===== config.mk =====
export PLATFORM = sky130hd
export DESIGN_NAME = bitop_unit
export DESIGN_NICKNAME = d
export VERILOG_FILES = /design/src/rtl/bitop_pkg.sv /design/src/rtl/bitop_addr_map.sv /design/src/rtl/bitop_alu.sv /design/src/rtl/bitop_unit.sv
export SDC_FILE = /design/constraint.sdc
export NUM_CORES = 1
export LEC_CHECK = 0
export ABC_AREA = 1
export BUFFER_PORTS_ARGS = -buffer_cell sky130_fd_sc_hd__buf_2
export CELL_PAD_IN_SITES_DETAIL_PLACEMENT = 1
export CELL_PAD_IN_SITES_GLOBAL_PLACEMENT = 1
export CORE_ASPECT_RATIO = 0.75
export CORE_MARGIN = 2
export CORE_UTILIZATION = 36
export DETAILED_ROUTE_END_ITERATION = 10
export HOLD_SLACK_MARGIN = 0.03
export PLACE_DENSITY = 0.75
export SKIP_LAST_GASP = 1
export SYNTH_ARGS = -nofsm -noshare
export SYNTH_HDL_FRONTEND = slang
export SYNTH_SLANG_ARGS = --single-unit

===== constraint.sdc =====
create_clock -name clk -period 1.5 [get_ports clk]
set_input_delay 0.075 -clock clk [delete_from_list [all_inputs] [get_ports clk]]
set_output_delay 0.075 -clock clk [all_outputs]
set_load 0.05 [all_outputs]

===== src/rtl/bitop_pkg.sv =====
package bitop_pkg;

    typedef enum logic [3:0] {
        OP_SET   = 4'd0,
        OP_CLR   = 4'd1,
        OP_CPL   = 4'd2,
        OP_TOC   = 4'd3,
        OP_FROMC = 4'd4,
        OP_ANDC  = 4'd5,
        OP_ANDNC = 4'd6,
        OP_ORC   = 4'd7,
        OP_ORNC  = 4'd8,
        OP_JBC   = 4'd9,
        OP_JB    = 4'd10,
        OP_JNB   = 4'd11
    } bit_op_e;

    typedef enum logic [1:0] {
        ST_IDLE,
        ST_READ,
        ST_EVAL,
        ST_WRITE
    } bop_state_e;

endpackage


===== src/rtl/bitop_addr_map.sv =====
module bitop_addr_map #(
    parameter int ADDR_W = 8,
    parameter int DATA_W = 8,
    parameter logic [ADDR_W-1:0] LOW_BASE = 'h20,
    localparam int IDX_W = $clog2(DATA_W)
) (
    input  logic [ADDR_W-1:0] bit_addr,
    output logic [ADDR_W-1:0] byte_addr,
    output logic [IDX_W-1:0]  bit_idx
);
    localparam int LOW_FIELD_W = ADDR_W - 1 - IDX_W;

    logic [LOW_FIELD_W-1:0] low_field;
    logic [ADDR_W-1:0]      low_byte;
    logic [ADDR_W-1:0]      high_byte;

    // Lower half: byte window above LOW_BASE; upper half: aligned registers.
    always_comb begin
        low_field = bit_addr[ADDR_W-2:IDX_W];
        low_byte  = LOW_BASE + ADDR_W'(low_field);
        high_byte = {bit_addr[ADDR_W-1:IDX_W], {IDX_W{1'b0}}};
        byte_addr = bit_addr[ADDR_W-1] ? high_byte : low_byte;
        bit_idx   = bit_addr[IDX_W-1:0];
    end

endmodule


===== src/rtl/bitop_alu.sv =====
module bitop_alu
    import bitop_pkg::*;
#(
    parameter int DATA_W = 8,
    localparam int IDX_W = $clog2(DATA_W)
) (
    input  bit_op_e           op,
    input  logic [DATA_W-1:0] rdata,
    input  logic [IDX_W-1:0]  idx,
    input  logic              carry_in,
    output logic [DATA_W-1:0] wdata,
    output logic              carry_out,
    output logic              wr_need,
    output logic              jump
);
    logic cur;
    logic new_bit;

    always_comb begin
        cur       = rdata[idx];
        new_bit   = cur;
        carry_out = carry_in;
        wr_need   = 1'b0;
        jump      = 1'b0;
        case (op)
            OP_SET:   begin new_bit = 1'b1;     wr_need = 1'b1; end
            OP_CLR:   begin new_bit = 1'b0;     wr_need = 1'b1; end
            OP_CPL:   begin new_bit = ~cur;     wr_need = 1'b1; end
            OP_TOC:   carry_out = cur;
            OP_FROMC: begin new_bit = carry_in; wr_need = 1'b1; end
            OP_ANDC:  carry_out = carry_in & cur;
            OP_ANDNC: carry_out = carry_in & ~cur;
            OP_ORC:   carry_out = carry_in | cur;
            OP_ORNC:  carry_out = carry_in | ~cur;
            OP_JBC:   begin jump = cur; new_bit = 1'b0; wr_need = cur; end
            OP_JB:    jump = cur;
            OP_JNB:   jump = ~cur;
            default:  ;
        endcase
    end

    // Merge the single changed bit back into the byte.
    for (genvar g = 0; g < DATA_W; g++) begin : g_merge
        assign wdata[g] = (idx == IDX_W'(g)) ? new_bit : rdata[g];
    end

endmodule


===== src/rtl/bitop_unit.sv =====
module bitop_unit
    import bitop_pkg::*;
#(
    parameter int ADDR_W = 8,
    parameter int DATA_W = 8,
    parameter logic [ADDR_W-1:0] LOW_BASE = 'h20,
    localparam int IDX_W = $clog2(DATA_W)
) (
    input  logic              clk,
    input  logic              rst_n,
    input  logic              start,
    input  logic [3:0]        op,
    input  logic [ADDR_W-1:0] bit_addr,
    output logic              busy,
    output logic              done,
    output logic              carry,
    output logic              jump_taken,
    output logic [ADDR_W-1:0] mem_addr,
    output logic              mem_rd,
    input  logic [DATA_W-1:0] mem_rdata,
    output logic              mem_wr,
    output logic [DATA_W-1:0] mem_wdata
);
    bop_state_e        state, state_nx;
    bit_op_e           op_q;
    logic [ADDR_W-1:0] addr_q;
    logic [IDX_W-1:0]  idx_q;
    logic [DATA_W-1:0] wbyte_q;
    logic              carry_q, jump_q, done_q;

    logic [ADDR_W-1:0] map_byte;
    logic [IDX_W-1:0]  map_idx;
    logic [DATA_W-1:0] alu_wdata;
    logic              alu_carry, alu_wr, alu_jump;

    bitop_addr_map #(.ADDR_W(ADDR_W), .DATA_W(DATA_W), .LOW_BASE(LOW_BASE)) u_map (
        .bit_addr  (bit_addr),
        .byte_addr (map_byte),
        .bit_idx   (map_idx)
    );

    bitop_alu #(.DATA_W(DATA_W)) u_alu (
        .op        (op_q),
        .rdata     (mem_rdata),
        .idx       (idx_q),
        .carry_in  (carry_q),
        .wdata     (alu_wdata),
        .carry_out (alu_carry),
        .wr_need   (alu_wr),
        .jump      (alu_jump)
    );

    // State register
    always_ff @(posedge clk or negedge rst_n) begin
        if (!rst_n) state <= ST_IDLE;
        else        state <= state_nx;
    end

    // Transitions
    always_comb begin
        state_nx = state;
        unique case (state)
            ST_IDLE:  if (start) state_nx = ST_READ;
            ST_READ:  state_nx = ST_EVAL;
            ST_EVAL:  state_nx = alu_wr ? ST_WRITE : ST_IDLE;
            ST_WRITE: state_nx = ST_IDLE;
        endcase
    end

    // Operand latch and results
    always_ff @(posedge clk or negedge rst_n) begin
        if (!rst_n) begin
            op_q    <= OP_SET;
            addr_q  <= '0;
            idx_q   <= '0;
            wbyte_q <= '0;
            carry_q <= 1'b0;
            jump_q  <= 1'b0;
            done_q  <= 1'b0;
        end else begin
            done_q <= ((state == ST_EVAL) && !alu_wr) || (state == ST_WRITE);
            if (state == ST_IDLE && start) begin
                op_q   <= bit_op_e'(op);
                addr_q <= map_byte;
                idx_q  <= map_idx;
                jump_q <= 1'b0;
            end
            if (state == ST_EVAL) begin
                wbyte_q <= alu_wdata;
                carry_q <= alu_carry;
                jump_q  <= alu_jump;
            end
        end
    end

    // Outputs
    always_comb begin
        busy       = (state != ST_IDLE);
        mem_rd     = (state == ST_READ);
        mem_wr     = (state == ST_WRITE);
        mem_addr   = addr_q;
        mem_wdata  = wbyte_q;
        done       = done_q;
        carry      = carry_q;
        jump_taken = jump_q;
    end

endmodule


-- After elaboration in Yosys (flattened, before gate mapping)
Index checks and enable logic that the tools add are counted.
Widths: inputs -> output; s select.
- add/subtract/negate cells: 1
- $mul: 0
- divide/modulo/power cells: 0
- order comparisons: 1
- eq/ne operators: 22
- shifts and indexed selects: 0
- multiplexer cells: 20
- bitwise gates (word level): 5
- reduce and logical (&&, ||, !) cells: 14
- operator list (cell ; count):
    $eq 4x3->1 const B ; 4
    $eq 4x4->1 const B ; 4
    $eq 3x3->1 const B ; 4
    $mux 1 ; 11
    $eq 4x2->1 const B ; 2
    $mux 8 ; 1
    $pmux 2 s4 ; 1
    $add 6x4->7 const A ; 1
    $eq 3x2->1 const B ; 2
    $pmux 1 s5 ; 1
    $reduce_bool 5->1 ; 1
    $eq 2x2->1 const B ; 2
    $eq 4x1->1 const B ; 1
    $logic_not 4->1 ; 1
    $lt 3x4->1 const B ; 1
    $mux 2 ; 2
    $pmux 1 s2 ; 2
    $pmux 1 s4 ; 1
    $reduce_bool 2->1 ; 2
    $reduce_or 2->1 ; 2
    $reduce_or 4->1 ; 1
    $bmux 1 s3 ; 1
    $eq 3x1->1 const B ; 1
    $logic_not 3->1 ; 1
    other kinds (10) ; 13
- bits in registers: 28
- bits in latches: 0
- memory bits (writable): 0
- memory bits (read-only): 0
- input bits: 23
- output and inout port bits: 22
- memories: 0

-- Longest topological paths before layout
- depth in word-level cells: 6
- depth in mapped cells: 13
- gate-level depth less buffers: 12

-- By module
Synthesis repeated with hierarchy kept, for this count alone.
- cells, all modules: 240
- area, all modules: 1766.7 um^2
- by module, submodules not included (module ; instances ; cells each ; area an instance (um^2) ; seq. area each (um^2)):
    bitop_unit ; 1 ; 123 ; 1139.8 ; 700.7
    bitop_alu ; 1 ; 97 ; 529.3 ; 0.0
    bitop_addr_map ; 1 ; 20 ; 97.6 ; 0.0

-- Worst setup path after synthesis
OpenSTA, ideal clock, no wires.
- path type: flip-flop to flip-flop
- start point: register idx_q[0]
- end point: register wbyte_q[1], in the netlist mem_wdata[1]
- setup time: 118 ps
- arrival time: 1239 ps
- setup slack: 143 ps
- stages on the path, launching flop included: 12
- clock period less this slack: 1357 ps
- cell sequence: dfrtp_1 > buf_6 > inv_6 > nand2_1 > nand2_1 > nand2_2 > nand3_4 > nand2_4 > o21ai_4 > nand3_1 > nand2_1 > nand2_1
- cells in the longest elaborated chain, start to end: 5
- elaborated cells on any way between the ends: 6
- RTL lines (what ; RTL line ; text):
    start: declaration ; bitop_unit.sv:27 ; logic [IDX_W-1:0] idx_q;
    start signal: assignment ; bitop_unit.sv:85 ; idx_q <= map_idx;
    $bmux 1 s3 ; bitop_alu.sv:20 ; cur = rdata[idx];
    $mux 1 (not written as such) ; bitop_alu.sv:20 ;
    $not 1->1 ; bitop_alu.sv:28 ; OP_CPL: begin new_bit = ~cur; wr_need = 1'b1; end
    $pmux 1 s4 ; bitop_alu.sv:25 ; case (op)
    $mux 1 (*) ; bitop_alu.sv:44 ; assign wdata[g] = (idx == IDX_W'(g)) ? new_bit : rdata[g];
    end signal: assignment ; bitop_unit.sv:89 ; wbyte_q <= alu_wdata;
    end: declaration ; bitop_unit.sv:28 ; logic [DATA_W-1:0] wbyte_q;
Every way passes the cells marked *; elsewhere a longest branch is shown, timed or not. The select of a mux whose other input is x is not followed.
A chain may end at the register's enable or synchronous reset.

-- Worst setup path in the final report
- start point: register idx_q[0]
- end point: register wbyte_q[5], in the netlist mem_wdata[5]
Same word-level chain as after synthesis.

==> impl_metrics.ini <==
[placed_design]
portBuffers = 44
place_worst_setup_slack_ps = -36.8
gp_congestion = 0.808
hpwl_um = 3350

[global_routing]
grt_pass1_wl_um = 7260
grt_usage_pct = 19.4
grt_max_degree = 29
grt.overflow.total = 0
grt_pass1_vias = 1605
antenna_found_initial = 0

[logic_synthesis]
synth_cell_types = 27
post_synth_fa_ha_maj_area_fraction_pct = 0
synth_top_family_by_area = simple AND/OR/NAND/NOR gates
syn_area_per_cell_um2 = 7.27
synth.mux.area_fraction_pct = 0
synth-simple-area-share_pct = 36.0
yosysWarnings = 0
ys_seq_elements = 28
synthCells = 217
syn_area_mm2 = 0.00158
synth-compound-area-share_pct = 11.6
synth_nets = 240
synth_xor_area_share_pct = 0
ys_seq_area_share_pct = 44.4

[critical_path]
crit_arrival_ps = 1730
required_ps = 1670
rr_startpoint = idx_q[0]$_DFFE_PN0P_
worstPathMaxFanout = 8
crit_chain = clkinv_4 -> nand2_2 -> nand2_1 -> nand2_1 -> nand3_2 -> nand2_4 -> o21ai_4 -> buf_12 -> nand3_1 -> nand2_1 -> nand2_1
crit_top_cell = nand2_1
cp_num_buf_inv = 2
cp_slowest_cell = dfrtp_2
max_stage_delay_ps = 470
endpoint_kind = register
crit_family = simple AND/OR/NAND/NOR gates
rrSetupSlack_ps = -60
startpoint_type = register
r2r-end = mem_wdata[5]$_DFFE_PN0P_
reg2regPathDepth = 11
crit_type = register to register

[hold_path]
worstHoldPathCells = 3
hold_class = input port to register
worstHoldStart = bit_addr[4]
hold_end = mem_addr[1]$_DFFE_PN0P_

[cells_and_area]
layout_commonest_cell = nand2_1
fin_util_pct = 53.7
drive_above_1_share_pct = 32.2
antenna_cells = 0
area_growth_pct = 40.6
layout_common_cells = 74 x nand2_1, 44 x buf_2, 26 x nor2_1, 26 x dfrtp_1, 21 x inv_1
num-nets-final = 313

[routing]
viasPerCell = 4.80
ant_nets = 0
drcViolationCount = 0
routed_wl_um = 4790
wire_per_inst_um = 13.9
drt_iter0_markers = 84
first_pass_iters = 4
num_vias = 1651

[die]
die_y_um = 61.3
ios = 45
rows = 20
design.core.area_mm2 = 0.00413
dieArea_mm2 = 0.00493
initial_utilization_pct = 38.2
die_w_um = 80.4

[clock_network]
insertion_delay_ps = 280
clock-root-buffer = clkbuf_8
cts_tree = done
ctsHtreeMaxLevel = 1
path_clk_slew_ps = 100
clock-sinks = 28
cts.path.max_buffers = 2
cts_buffers = 3

[timing]
setup_viol = 10
finalMaxSlewViolations = 0
finalHoldViolations = 0
tightest_slew_ps = 634
fin_crit_sh_pct = 104
layout_min_cycle_time_ps = 1560
slew_headroom_pct = 57.7
max_clock_freq_ghz = 0.641
rsz0062_at_grt = yes
finalWorstSetupSlack_ps = -59.9
skew_ps = 4.25

[pwr]
leakagePower_nw = 1.18
powerDensity_mw_per_mm2 = 2580
ir_drop_mv = 1.10

[status]
failed_checks = negative setup slack
status = complete, but fails checks

[run]
maxCapViolCount = 0
==> tightest hold or removal path, stage by stage <==
cell and delay (ps):
buf_2 90, inv_1 60, o31ai_1 70
==> state kept, by name, summed over array words and instances (netlist names) <==
| register | flops |
|---|---|
| carry | 1 |
| done | 1 |
| idx_q | 3 |
| jump_taken | 1 |
| mem_addr | 8 |
| mem_wdata | 8 |
| op_q | 4 |
| state | 2 |
==> final cells by class <==
type,instances,area (um^2)
clock buffers,3,41.3
multi-input cells,160,802
fillers,546,1910
well taps,55,68.8
clock inverters,1,30.0
flip-flops and latches,28,703
inverters,25,104
repair buffers,72,468
==> Yosys cell counts, drive strengths merged <==
master,count,share of area (%)
nand3b,2,0.95
inv,25,6.3
nor2,29,7.2
nand3,20,7.5
clkbuf,1,0.24
a31oi,1,0.40
a21oi,2,0.63
dfrtp,28,44
o21a,5,2.4
a22o,1,0.56
nor3,1,0.32
o21bai,1,0.71
nand2,80,20
o31ai,2,0.95
o211ai,1,0.48
buf,3,1.5
o21ai,15,5.5
==> worst max path at each step <==
stage	startpoint	endpoint	slack [ps]	cells past startpoint
2_1_floorplan	idx_q[0]$_DFFE_PN0P_	mem_wdata[1]$_DFFE_PN0P_	140	11
3_3_place_gp	idx_q[0]$_DFFE_PN0P_	mem_wdata[1]$_DFFE_PN0P_	10	10
3_5_place_dp	idx_q[0]$_DFFE_PN0P_	mem_wdata[1]$_DFFE_PN0P_	-40	10
4_1_cts	idx_q[0]$_DFFE_PN0P_	mem_wdata[1]$_DFFE_PN0P_	-20	10
5_1_grt	op_q[3]$_DFFE_PN0P_	mem_wdata[5]$_DFFE_PN0P_	-160	10
6_report	idx_q[0]$_DFFE_PN0P_	mem_wdata[5]$_DFFE_PN0P_	-60	11
==> per-stage QoR <==
| stage | total power, mW | TNS [ps] | std cells | hold slack (ps) | instance area [um^2] |
|---|---|---|---|---|---|
| 6_report | 5.73 | -238 | 344 | 51.8 | 2220 |
| 5_1_grt | 6.15 | -1330 | 344 | 51.3 | 2220 |
| 4_1_cts | 5.38 | -36.8 | 338 | 52.2 | 2100 |
| 3_5_place_dp | 4.65 | -221 | 321 | 142 | 1910 |
| 3_3_place_gp | 4.60 | 0 | 321 | 138 | 1910 |
| 2_1_floorplan | 3.82 | 0 | 217 | -221 | 1580 |
==> repair_timing <==
action	in CTS	in global routing
setup endpoints to repair	11	13
pin swaps	4	9
hold endpoints to repair	38	0
setup buffers	3	6
hold buffers	10	0
resized for setup	2	16
==> layer usage <==
layer | routed length (um) | track usage, % | vias to the layer above
met3 | 223 | 3.37 | 2
met1 | 2280 | 26.5 | 779
met4 | 25 | 4.12 | 0
met5 | 0 | 0 | -
met2 | 2260 | 33.2 | 43
li1 | - | - | 827
==> power by group <==
part           internal, mW  switching (mW)  total (mW)
logic                  1.15            2.56        3.71
clock network         0.358           0.255       0.613
registers              1.12           0.286        1.41
total                  2.63            3.10        5.73
==> logic make-up (layout without fill, tap and decap cells) <==
family / after synthesis / after routing
buffers and inverters: 29 / 101
DFF: 28 / 28
and+or+nand+nor: 132 / 132
AOI/OAI and AO/OA: 28 / 28
No activity file was read; power rests on OpenSTA's default activity.
